File: src/rtl/fmt_pkg.sv
// Package: shared widths and round-code encoding for the output formatter.
// Assumes two's-complement sample words.
package fmt_pkg;
    localparam int WORD_W  = 12;
    localparam int LANES   = 4;
    localparam int MID_W   = 10;
    localparam int LOW_W   = 8;

    typedef enum logic [1:0] {
        RND_FULL     = 2'd0,
        RND_MID      = 2'd1,
        RND_LOW      = 2'd2,
        RND_FULL_ALT = 2'd3
    } rnd_code_e;
endpackage

File: src/rtl/sat_rounder.sv
// Module: sat_rounder
// Rounds a signed W-bit word to KEEP significant bits: adds half of the
// lowest kept bit, clears the dropped bits, and clamps a positive overflow
// to the largest positive value at that width. Purely combinational.
// Assumes KEEP < W.
module sat_rounder #(
    parameter int W    = 12,
    parameter int KEEP = 10
) (
    input  logic [W-1:0] din,
    output logic [W-1:0] dout
);
    localparam int          DROP   = W - KEEP;
    localparam logic [W:0]  HALF   = (W+1)'(1) << (DROP - 1);
    localparam logic [W-1:0] LOWMSK = W'((1 << DROP) - 1);
    localparam logic [W-1:0] MAXPOS = {1'b0, {(W-1){1'b1}}} & ~LOWMSK;

    logic [W:0] sum;
    logic       ovf;

    // Sign-extend, add half an LSB, detect positive overflow.
    always_comb begin
        sum  = {din[W-1], din} + HALF;
        ovf  = !sum[W] && sum[W-1];
        dout = ovf ? MAXPOS : (sum[W-1:0] & ~LOWMSK);
    end
endmodule

File: src/rtl/fmt_lane.sv
// Module: fmt_lane
// One output lane: picks the mixer or snapshot word, rounds it by round
// code, ANDs it with the lane mask and registers it with its enable flag.
// Assumes configuration fields are quasi-static; reset is synchronous,
// active low.
module fmt_lane
    import fmt_pkg::*;
#(
    parameter int W      = WORD_W,
    parameter int KEEP_M = MID_W,
    parameter int KEEP_L = LOW_W
) (
    input  logic         clk,
    input  logic         rst_n,
    input  logic [W-1:0] mix_word,
    input  logic [W-1:0] snap_word,
    input  logic         sel,
    input  logic [1:0]   mode,
    input  logic [W-1:0] mask,
    input  logic         en,
    output logic [W-1:0] y,
    output logic         oe
);
    localparam int DROP_M = W - KEEP_M;
    localparam int DROP_L = W - KEEP_L;

    logic [W-1:0] picked;
    logic [W-1:0] rnd_m;
    logic [W-1:0] rnd_l;
    logic [W-1:0] rounded;

    // Source choice between mixer and snapshot data.
    always_comb picked = sel ? snap_word : mix_word;

    sat_rounder #(.W(W), .KEEP(KEEP_M)) u_rnd_mid (.din(picked), .dout(rnd_m));
    sat_rounder #(.W(W), .KEEP(KEEP_L)) u_rnd_low (.din(picked), .dout(rnd_l));

    // Round-width selection by the lane's round code.
    always_comb begin
        unique case (rnd_code_e'(mode))
            RND_MID: rounded = rnd_m;
            RND_LOW: rounded = rnd_l;
            default: rounded = picked;
        endcase
    end

    // Output register: masked word when enabled, zero otherwise.
    always_ff @(posedge clk) begin
        if (!rst_n) begin
            y  <= '0;
            oe <= 1'b0;
        end else begin
            y  <= en ? (rounded & mask) : '0;
            oe <= en;
        end
    end


    off_zero_chk: assert property (@(posedge clk) disable iff (!rst_n)
        !en |=> (y == '0 && !oe));

    on_flag_chk: assert property (@(posedge clk) disable iff (!rst_n)
        en |=> oe);

    mask_clear_chk: assert property (@(posedge clk) disable iff (!rst_n)
        rst_n |=> ((y & ~$past(mask)) == '0));

    mid_low_bits_chk: assert property (@(posedge clk) disable iff (!rst_n)
        (en && mode == 2'd1) |=> (y[DROP_M-1:0] == '0));

    low_low_bits_chk: assert property (@(posedge clk) disable iff (!rst_n)
        (en && mode == 2'd2) |=> (y[DROP_L-1:0] == '0));

    sat_top_chk: assert property (@(posedge clk) disable iff (!rst_n)
        (en && mode == 2'd2 && picked == {1'b0, {(W-1){1'b1}}} && (&mask))
        |=> (y == ({1'b0, {(W-1){1'b1}}} & ~W'((1 << DROP_L) - 1))));
endmodule

File: src/rtl/out_formatter.sv
// Module: out_formatter (top)
// Four independent formatting lanes. Lane k takes its mixer word or its
// snapshot word per src_sel[k], rounds by rnd_mode[2k+1:2k], masks by
// mask_word[12k+11:12k] and drives when lane_en[k] is set. One clock of
// latency. Assumes synchronous active-low reset.
module out_formatter
    import fmt_pkg::*;
#(
    parameter int W = WORD_W,
    parameter int N = LANES
) (
    input  logic            clk,
    input  logic            rst_n,
    input  logic [W-1:0]    mix_i_even,
    input  logic [W-1:0]    mix_q_even,
    input  logic [W-1:0]    mix_i_odd,
    input  logic [W-1:0]    mix_q_odd,
    input  logic [W-1:0]    snap_si,
    input  logic [W-1:0]    snap_sq,
    input  logic [W-1:0]    nco_cos,
    input  logic [W-1:0]    nco_sin,
    input  logic [N-1:0]    src_sel,
    input  logic [2*N-1:0]  rnd_mode,
    input  logic [W*N-1:0]  mask_word,
    input  logic [N-1:0]    lane_en,
    output logic [W-1:0]    lane_a,
    output logic [W-1:0]    lane_b,
    output logic [W-1:0]    lane_c,
    output logic [W-1:0]    lane_d,
    output logic [N-1:0]    lane_oe
);
    logic [W-1:0] mix_v  [N];
    logic [W-1:0] snap_v [N];
    logic [W-1:0] y_v    [N];

    // Fixed lane-to-source mapping (lane order A, B, C, D).
    always_comb begin
        mix_v[0]  = mix_i_even;
        mix_v[1]  = mix_q_even;
        mix_v[2]  = mix_i_odd;
        mix_v[3]  = mix_q_odd;
        snap_v[0] = snap_si;
        snap_v[1] = snap_sq;
        snap_v[2] = nco_cos;
        snap_v[3] = nco_sin;
    end

    for (genvar k = 0; k < N; k++) begin : g_lane
        fmt_lane #(.W(W)) u_lane (
            .clk       (clk),
            .rst_n     (rst_n),
            .mix_word  (mix_v[k]),
            .snap_word (snap_v[k]),
            .sel       (src_sel[k]),
            .mode      (rnd_mode[2*k +: 2]),
            .mask      (mask_word[W*k +: W]),
            .en        (lane_en[k]),
            .y         (y_v[k]),
            .oe        (lane_oe[k])
        );
    end

    // Unpack lane registers onto the named ports.
    always_comb begin
        lane_a = y_v[0];
        lane_b = y_v[1];
        lane_c = y_v[2];
        lane_d = y_v[3];
    end


    reset_quiet_chk: assert property (@(posedge clk)
        !rst_n |=> (lane_oe == '0 && lane_a == '0 && lane_d == '0));
endmodule

File: config.mk
export PLATFORM = sky130hd
export DESIGN_NAME = out_formatter
export DESIGN_NICKNAME = d
export VERILOG_FILES = /design/src/rtl/fmt_pkg.sv /design/src/rtl/sat_rounder.sv /design/src/rtl/fmt_lane.sv /design/src/rtl/out_formatter.sv
export SDC_FILE = /design/constraint.sdc
export NUM_CORES = 1
export LEC_CHECK = 0
export ABC_AREA = 0
export BUFFER_PORTS_ARGS = -buffer_cell sky130_fd_sc_hd__buf_2
export CAP_MARGIN = 25
export CELL_PAD_IN_SITES_DETAIL_PLACEMENT = 1
export CELL_PAD_IN_SITES_GLOBAL_PLACEMENT = 1
export CORE_AREA = 10 10 176 96
export CTS_CLUSTER_DIAMETER = 30
export CTS_CLUSTER_SIZE = 12
export DETAILED_ROUTE_END_ITERATION = 8
export DIE_AREA = 0 0 186 106
export PLACE_DENSITY_LB_ADDON = 0.1
export SETUP_SLACK_MARGIN = 0.15
export SLEW_MARGIN = 10
export SYNTH_ARGS = -nofsm -noshare
export SYNTH_HDL_FRONTEND = slang
export SYNTH_SLANG_ARGS = --single-unit
File: constraint.sdc
create_clock -name clk -period 5.4 [get_ports clk]
set_input_delay 0 -clock clk [delete_from_list [all_inputs] [get_ports clk]]
set_output_delay 0 -clock clk [all_outputs]
set_load 0.05 [all_outputs]
==> results.md, run 1 <==
- Iteration-0 DRC Markers: 392
- Peak supply drop: 115 uV
- Max Freq: 388 MHz
- #FFs+latches synth: 52
- Largest net degree at the start of global routing: 32
- Layout cells sized above 1: 29.8%
- Hold Vio Cnt, Final: 0
- Die width: 186 um
- Sw Pwr: around 0.43 mW
- Worst Max-Slew Pin Slew: between 0.8 and 0.9 ns
- Final #Nets: between 1000 and 1500
- Mux share of post-synthesis cell area: a little over an eighth
- Worst path max stage delay: 0.47 ns
- Critical path data arrival time: 2.80 ns
- Post-synth net total: 822
- Worst slack, placed: 2.66 ns
- Antenna Violating Nets Remaining: 0
- Critical path's top delay family: compound AO/OA/AOI/OAI gates
- Post-synthesis simple-gate area fraction: 26.6%
- Die ar.: about 20000 um2
- Unrepaired setup endpoints after global routing: no
- Sequential cell area fraction in the yosys report: 21.3%
- Comb pwr share: between 30% and 40%
- TritonCTS clock tree: done
- Sw Ratio: a little over a third
- Starting density of the core: 35.0%
- Post-route DRC: 0
- Mapped Area: 4890 um2
- Final instance area: around 6700 um2
- Pwr Density: 184 nW/um2
- H-tree levels: 2
- Result of the run: finished clean
- CTS root buf: clkbuf_16
- Clock network fraction of design power: 32.3%
- Final Max Slew Viols: 0
- Synth Area in XOR/XNOR: slightly above 4%
- Post-synth EDFFs: 0
- Hold/Removal Path Class: input port to register
- Clk buf depth: 2
- CTS Buf Count: 5
- Router iterations before antenna repair: 4
- Largest family of logic cells by synthesized area: simple AND/OR/NAND/NOR gates
- FFs w/ async S/R, synth: 0%
- Worst-path cell chain: buf_2, nand2_1, o21ai_0, ha_1, and4_1, o21ai_0, or3_1, a21boi_1, a221oi_1, a21oi_1
- Relative slew slack: between 30% and 40%
- Reg clk slew, reported paths: about 0.08 ns
- Placed Area: between 6000 and 7000 um2
- CTS Sinks: 52
- CP bufs+invs: 1
- Core ar.: 14000 um2
- Routability cong.: 0.935
- Synth Instances: 644
- PortBufs: 213
- Main synth FF type: dfxtp_1
- Slowest cell on crit path: or3_1
- Overflow after GRT: 0
- Fin Setup TNS: 0 ns
- Total vias in the final route: between 6000 and 7000
- Compound-gate portion of the synthesized area: 26.1%
- WL per Instance: 21.5 um
- Setup CP Type: input port to register
- Mean area per synthesized cell: 7.59 um2
- Register share of total power: 32.4%
- Number of global-route vias before repair: 6254
- # setup viols final: 0
- CP Data Required Time: around 5.6 ns
- Most frequent CP cell: o21ai_0
- Syn. warnings: 0
- Boundary Pins: approximately 210
- Tcrit/Tclk final: 47.7%
- Synth cell types: about 70
- Overall routed net length: about 23000 um
- Internal power: 0.802 mW
- CP startpoint kind: input port
- Tot GR Track Use: 22.0%
- Vias per cell: between 5 and 6
- Setup WS post-layout: 2.82 ns
- Core Util, Final: 48.0%
- Max Cap Viol: 0
- Synth Area in Adders: 4.10%
- Critical Path End Type: register
- Die Height: 106 um
- DP Wirelength: ~18000 um
- Pleak: 2.92 nW
- Crit Path Max Fanout: 31
- Final Critical Period: between 2 and 3 ns
- Area delta synth->final: 37.1%
- Num rows: 31
- First-pass GRT wire length: around 35000 um
- Initial antenna violation count: 1
-- Yosys cell counts (3+ instances only) --
cell type	instances	area, um2
o2111ai_1	6	52.6
o21ai_0	40	200
mux2_2	31	349
o22ai_1	4	25.0
a22o_1	3	26.3
nand4b_1	12	105
a21boi_1	3	22.5
a21oi_1	54	270
and2_1	8	50.1
dfxtp_1	52	1040
nand3_1	34	170
and3_1	4	25.0
nor2b_1	11	68.8
xor2_1	8	70.1
nor2_1	33	124
buf_2	7	35.0
nor3_1	4	20.0
a211oi_1	5	37.5
o211ai_1	6	45.0
o21ai_1	4	20.0
nand2b_1	7	43.8
nand4_1	15	93.8
a22oi_1	8	60.1
a21boi_0	5	37.5
inv_1	18	67.6
clkbuf_1	14	52.6
ha_1	16	200
and4_1	6	52.6
mux2i_1	25	250
or3_1	3	18.8
a221oi_1	7	61.3
nand3b_1	12	90.1
a31oi_1	10	62.6
xnor2_1	15	131
o311a_1	4	40.0
nand2_1	94	353
o31ai_1	5	37.5
buf_4	6	45.0
-- worst min-delay path: stages --
cell	delay [ns]
buf_2	0.11
nand3_1	0.07
o211ai_1	0.08
-- metal layers --
layer / track usage, % / share of wire, % / wire length, um
met5: 0 / 0 / 0
met4: 3.83 / 1.1 / 255
met3: 4.52 / 6.6 / 1520
met2: 34.3 / 43 / 9980
met1: 30.8 / 49 / 11200
-- timing repair --
action                    in CTS  in global routing
resized for setup              0                  0
hold buffers                  50                  0
setup buffers                  0                  0
hold endpoints to repair      46                  0
-- metrics by stage --
step	hold WS (ns)	instances	power, mW
floorplan	0.114	644	0.660
global placement	0.224	1008	0.796
detailed placement	0.232	1008	0.807
CTS	0.00875	1066	1.24
global route	0.0412	1067	1.30
finish	0.00854	1067	1.23
-- layout make-up --
| class | count | area, um2 |
|---|---|---|
| Antenna cell | 1 | 2.50 |
| Clock buffer | 6 | 139 |
| Clock inverter | 2 | 38.8 |
| Fill cell | 1802 | 7260 |
| Inverter | 18 | 67.6 |
| Multi-Input combinational cell | 544 | 3620 |
| Sequential cell | 52 | 1040 |
| Tap cell | 181 | 226 |
| Timing Repair Buffer | 263 | 1570 |
-- cell families (layout without fill, tap and decap cells) --
family                   after synthesis  count (layout)
other                                  0               1
flip-flops                            52              52
AND/OR/NAND/NOR                      253             253
AO/OA/AOI/OAI                        193             193
multiplexers                          59              59
XOR/XNOR                              23              23
buffers and inverters                 48             289
adder cells (fa/ha/maj)               16              16
-- sequential cells by signal, indices dropped and copies added (netlist names) --
register,flops
g_lane.u_lane.oe,4
g_lane.u_lane.y,48
-- layout by cell type, fill, tap and decap left out, types with 4 or more instances in the layout --
cell type / instances
a221oi_1: 7
mux2i_1: 25
o31ai_1: 5
xor2_1: 8
nor2b_1: 11
nand3b_1: 12
o211ai_1: 6
o2111ai_1: 6
a211oi_1: 5
buf_2: 213
and3_1: 4
nand3_1: 34
o22ai_1: 4
a21oi_1: 54
o21ai_1: 4
and4_1: 6
and2_1: 8
clkbuf_16: 5
a21boi_0: 5
nand2_1: 94
inv_1: 18
nand4b_1: 12
o311a_1: 4
ha_1: 16
a31oi_1: 10
dfxtp_1: 52
o21ai_0: 40
xnor2_1: 15
nor3_1: 4
a22oi_1: 8
dlygate4sd3_1: 50
nand4_1: 15
mux2_2: 31
nor2_1: 33
nand2b_1: 7
-- power by group through the flow --
stage | Sequential [mW] | Clock (mW) | Combinational (mW)
3_3_place_gp | 0.408 | 0 | 0.388
5_1_grt | 0.400 | 0.424 | 0.472
2_1_floorplan | 0.444 | 0 | 0.216
4_1_cts | 0.399 | 0.406 | 0.430
3_5_place_dp | 0.408 | 0 | 0.399
6_report | 0.399 | 0.398 | 0.435
-- final timing paths --
kind / start / endpoint / slack, ns / cells past startpoint
setup / recovery: src_sel[0] / g_lane[0].u_lane.y[8] / 2.82 / 10
hold / removal: mask_word[21] / g_lane[1].u_lane.y[9] / 0.009 / 3
Power figures use the tool's default switching activity.
==> run 2, diff against run 1 <==
--- a/config.mk
+++ b/config.mk
@@ -10,11 +10,11 @@
 export CAP_MARGIN = 25
 export CELL_PAD_IN_SITES_DETAIL_PLACEMENT = 1
 export CELL_PAD_IN_SITES_GLOBAL_PLACEMENT = 1
-export CORE_AREA = 10 10 176 96
+export CORE_AREA = 10 10 181 98
 export CTS_CLUSTER_DIAMETER = 30
 export CTS_CLUSTER_SIZE = 12
 export DETAILED_ROUTE_END_ITERATION = 8
-export DIE_AREA = 0 0 186 106
+export DIE_AREA = 0 0 191 108
 export PLACE_DENSITY_LB_ADDON = 0.1
 export SETUP_SLACK_MARGIN = 0.15
 export SLEW_MARGIN = 10
==> constraint.sdc (replaced) <==
create_clock -name clk -period 2.5 [get_ports clk]
set_input_delay 0 -clock clk [delete_from_list [all_inputs] [get_ports clk]]
set_output_delay 0 -clock clk [all_outputs]
set_load 0.05 [all_outputs]
==> results.md, run 2 (synthesis results as in run 1) <==
- Routed length on met2: 9660 um (-3.2%)
- Overall routed net length: 21900 um (-4.4%)
- Cts repair resizes: 0 (unchanged)
- Max Freq: 475 MHz
- Slowest cell on crit path: or3_1
- Total design power: 2.56 mW (+110%)
- CTS Buf Count: 5 (unchanged)
- Peak supply drop: 238 uV (+110%)
- Tot GR Track Use: 20.2% (-1.8 points)
- Iteration-0 DRC Markers: 314 (-20%)
- Boundary Pins: 214 (unchanged)
- Worst Max-Slew Pin Slew: 0.754 ns (-0.138 ns)
- Hold/Removal Path Class: input port to register
- HP Start: mask_word[21]
- Most frequent cells in the layout: buf_2, nand2_1, a21oi_1
- Relative slew slack: 49.7% (+11 points)
- Post-route DRC: 0 (unchanged)
- Starting density of the core: 32.9% (-2.1 points)
- H-tree levels: 2 (unchanged)
- Core ar.: 14900 um2 (+6.4%)
- Tcrit/Tclk final: 84.1%
- Final Max Slew Viols: 0 (unchanged)
- Biggest regs: g_lane.u_lane.y: 48 flops, g_lane.u_lane.oe: 4 flops
- Overflow after GRT: 0 (unchanged)
- Hold Vio Cnt, Final: 0 (unchanged)
- Unrepaired setup endpoints after global routing: no
- Largest register FFs: 48 (unchanged)
- Die width: 191 um (+2.7%)
- Fin Setup TNS: 0 ns (unchanged)
- # fillers: 1894 (+5.1%)
- Vias per cell: 5.42 (-4.3%)
- Most common cell after layout, fill and taps aside: buf_2
- Pleak: 2.98 nW (+2.1%)
- Pwr Density: 376 nW/um2 (+100%)
- Worst hold margin: 0.0194 ns (+0.0108 ns)
- Critical Path End Type: register
- Routability cong.: 0.909 (-2.8%)
- Post-route insts no fill: 1105 (+3.6%)
- DP Wirelength: 17800 um (-1.8%)
- Final Critical Period: 2.10 ns
- Clk buf depth: 2 (unchanged)
- Wire length on met3: 1440 um (-5.4%)
- TritonCTS clock tree: done
- Critical path data arrival time: 2.33 ns (-0.47 ns)
- Router iterations before antenna repair: 5 (+1)
- M1 WL: 10600 um (-5.2%)
- Die ar.: 20600 um2 (+4.6%)
- # setup viols final: 0 (unchanged)
- Initial antenna violation count: 1 (unchanged)
- Hold-critical path endpoint: g_lane[1].u_lane.y[9]
- Placed Area: 6160 um2 (+2.3%)
- Area delta synth->final: 39.5%
- Antenna Violating Nets Remaining: 0 (unchanged)
- Max Cap Viol: 0 (unchanged)
- First-pass GRT wire length: 34300 um (-2.6%)
- Largest net degree at the start of global routing: 23 (-28%)
- Number of global-route vias before repair: 6370 (+1.9%)
- CTS root buf: clkbuf_16
- Result of the run: finished clean
- Reg with most FFs: g_lane.u_lane.y
- Layout cells sized above 1: 31.0% (+1.2 points)
- Worst-path cell chain: buf_2, o21ai_0, ha_1, and4_1, o21ai_0, or3_1, a21boi_1, a221oi_1, a21oi_1
- Reg clk slew, reported paths: 0.08 ns (about the same)
- WL per Instance: 19.9 um (-7.7%)
- Num rows: 32 (+3.2%)
- CTS Sinks: 52 (unchanged)
- Worst hold path stage count: 3 (unchanged)
- PortBufs: 213 (unchanged)
- Top Metal Used: met4
- Total vias in the final route: 5990 (-0.86%)
- Final instance area: 6820 um2 (+1.7%)
- Crit Path Max Fanout: 11 (-65%)
- CP Data Required Time: 2.73 ns (-2.90 ns)
- Final #Nets: 1077 (+1.4%)
- CP startpoint kind: input port
- Worst path max stage delay: 0.47 ns (about the same)
- Setup CP Type: input port to register
- Die Height: 108 um (+1.9%)
- Most frequent CP cell: o21ai_0
- Placed cell count: 1046 (+3.8%)
run 2: cell types whose count changed in the layout (fill, tap and decap cells not counted), sizes merged:
cell,delta
clkinvlp,+1
clkinv,-1
clkbuf,-1
bufinv,-1
buf,+15
inv,+2
run 2: worst max-delay path by stage:
stage	start	end	slack, ns	cells past startpoint
floorplan	src_sel[3]	g_lane[3].u_lane.y[4]	0.17	11
global placement	src_sel[1]	g_lane[1].u_lane.y[8]	0.25	9
detailed placement	src_sel[0]	g_lane[0].u_lane.y[7]	0.18	9
CTS	src_sel[0]	g_lane[0].u_lane.y[7]	0.47	9
global route	src_sel[0]	g_lane[0].u_lane.y[8]	0.18	9
finish	src_sel[0]	g_lane[0].u_lane.y[7]	0.40	9
run 2: worst max-delay path, delay by kind of cell:
kind	cells	cell delay, ns
AO/OA/AOI/OAI	5	1.10
adder cells (fa/ha/maj)	1	0.33
buffers and inverters	1	0.17
AND/OR/NAND/NOR	2	0.73
run 2: area by class of cell:
type	instances	area, um2	area share (%)
Sequential cell	52	1040	15.3
Multi-Input combinational cell	544	3620	53.1
Tap cell	204	255	3.75
Antenna cell	1	2.50	0.0367
Clock inverter	3	25.0	0.367
Inverter	18	67.6	0.991
Clock buffer	5	125	1.84
Timing Repair Buffer	278	1680	24.6
run 2: metal layers:
metal / track usage [%] / up-vias
met5: 0 / -
met4: 2.96 / 0
met3: 5.17 / 12
met2: 32.8 / 188
met1: 27.0 / 2872
li1: - / 2918
run 2: metrics by stage:
stage                     util, %  setup WS (ns)
after global routing         45.9          0.182
after global placement       41.5          0.253
after floorplan                 -          0.169
after CTS                    45.9          0.469
final                        45.9          0.397
after detailed placement     41.5          0.182
run 2: timing repair:
item | in CTS | in global routing
hold buffers | 50 | 0
setup buffers | 0 | 0
hold endpoints to repair | 46 | 0
endpoints found under the setup margin | 0 | 0
run 2: power by group:
group	switching [mW]	total, mW	internal [mW]
clock	0.370	0.750	0.381
combinational	0.562	0.952	0.389
sequential	0.00750	0.861	0.853
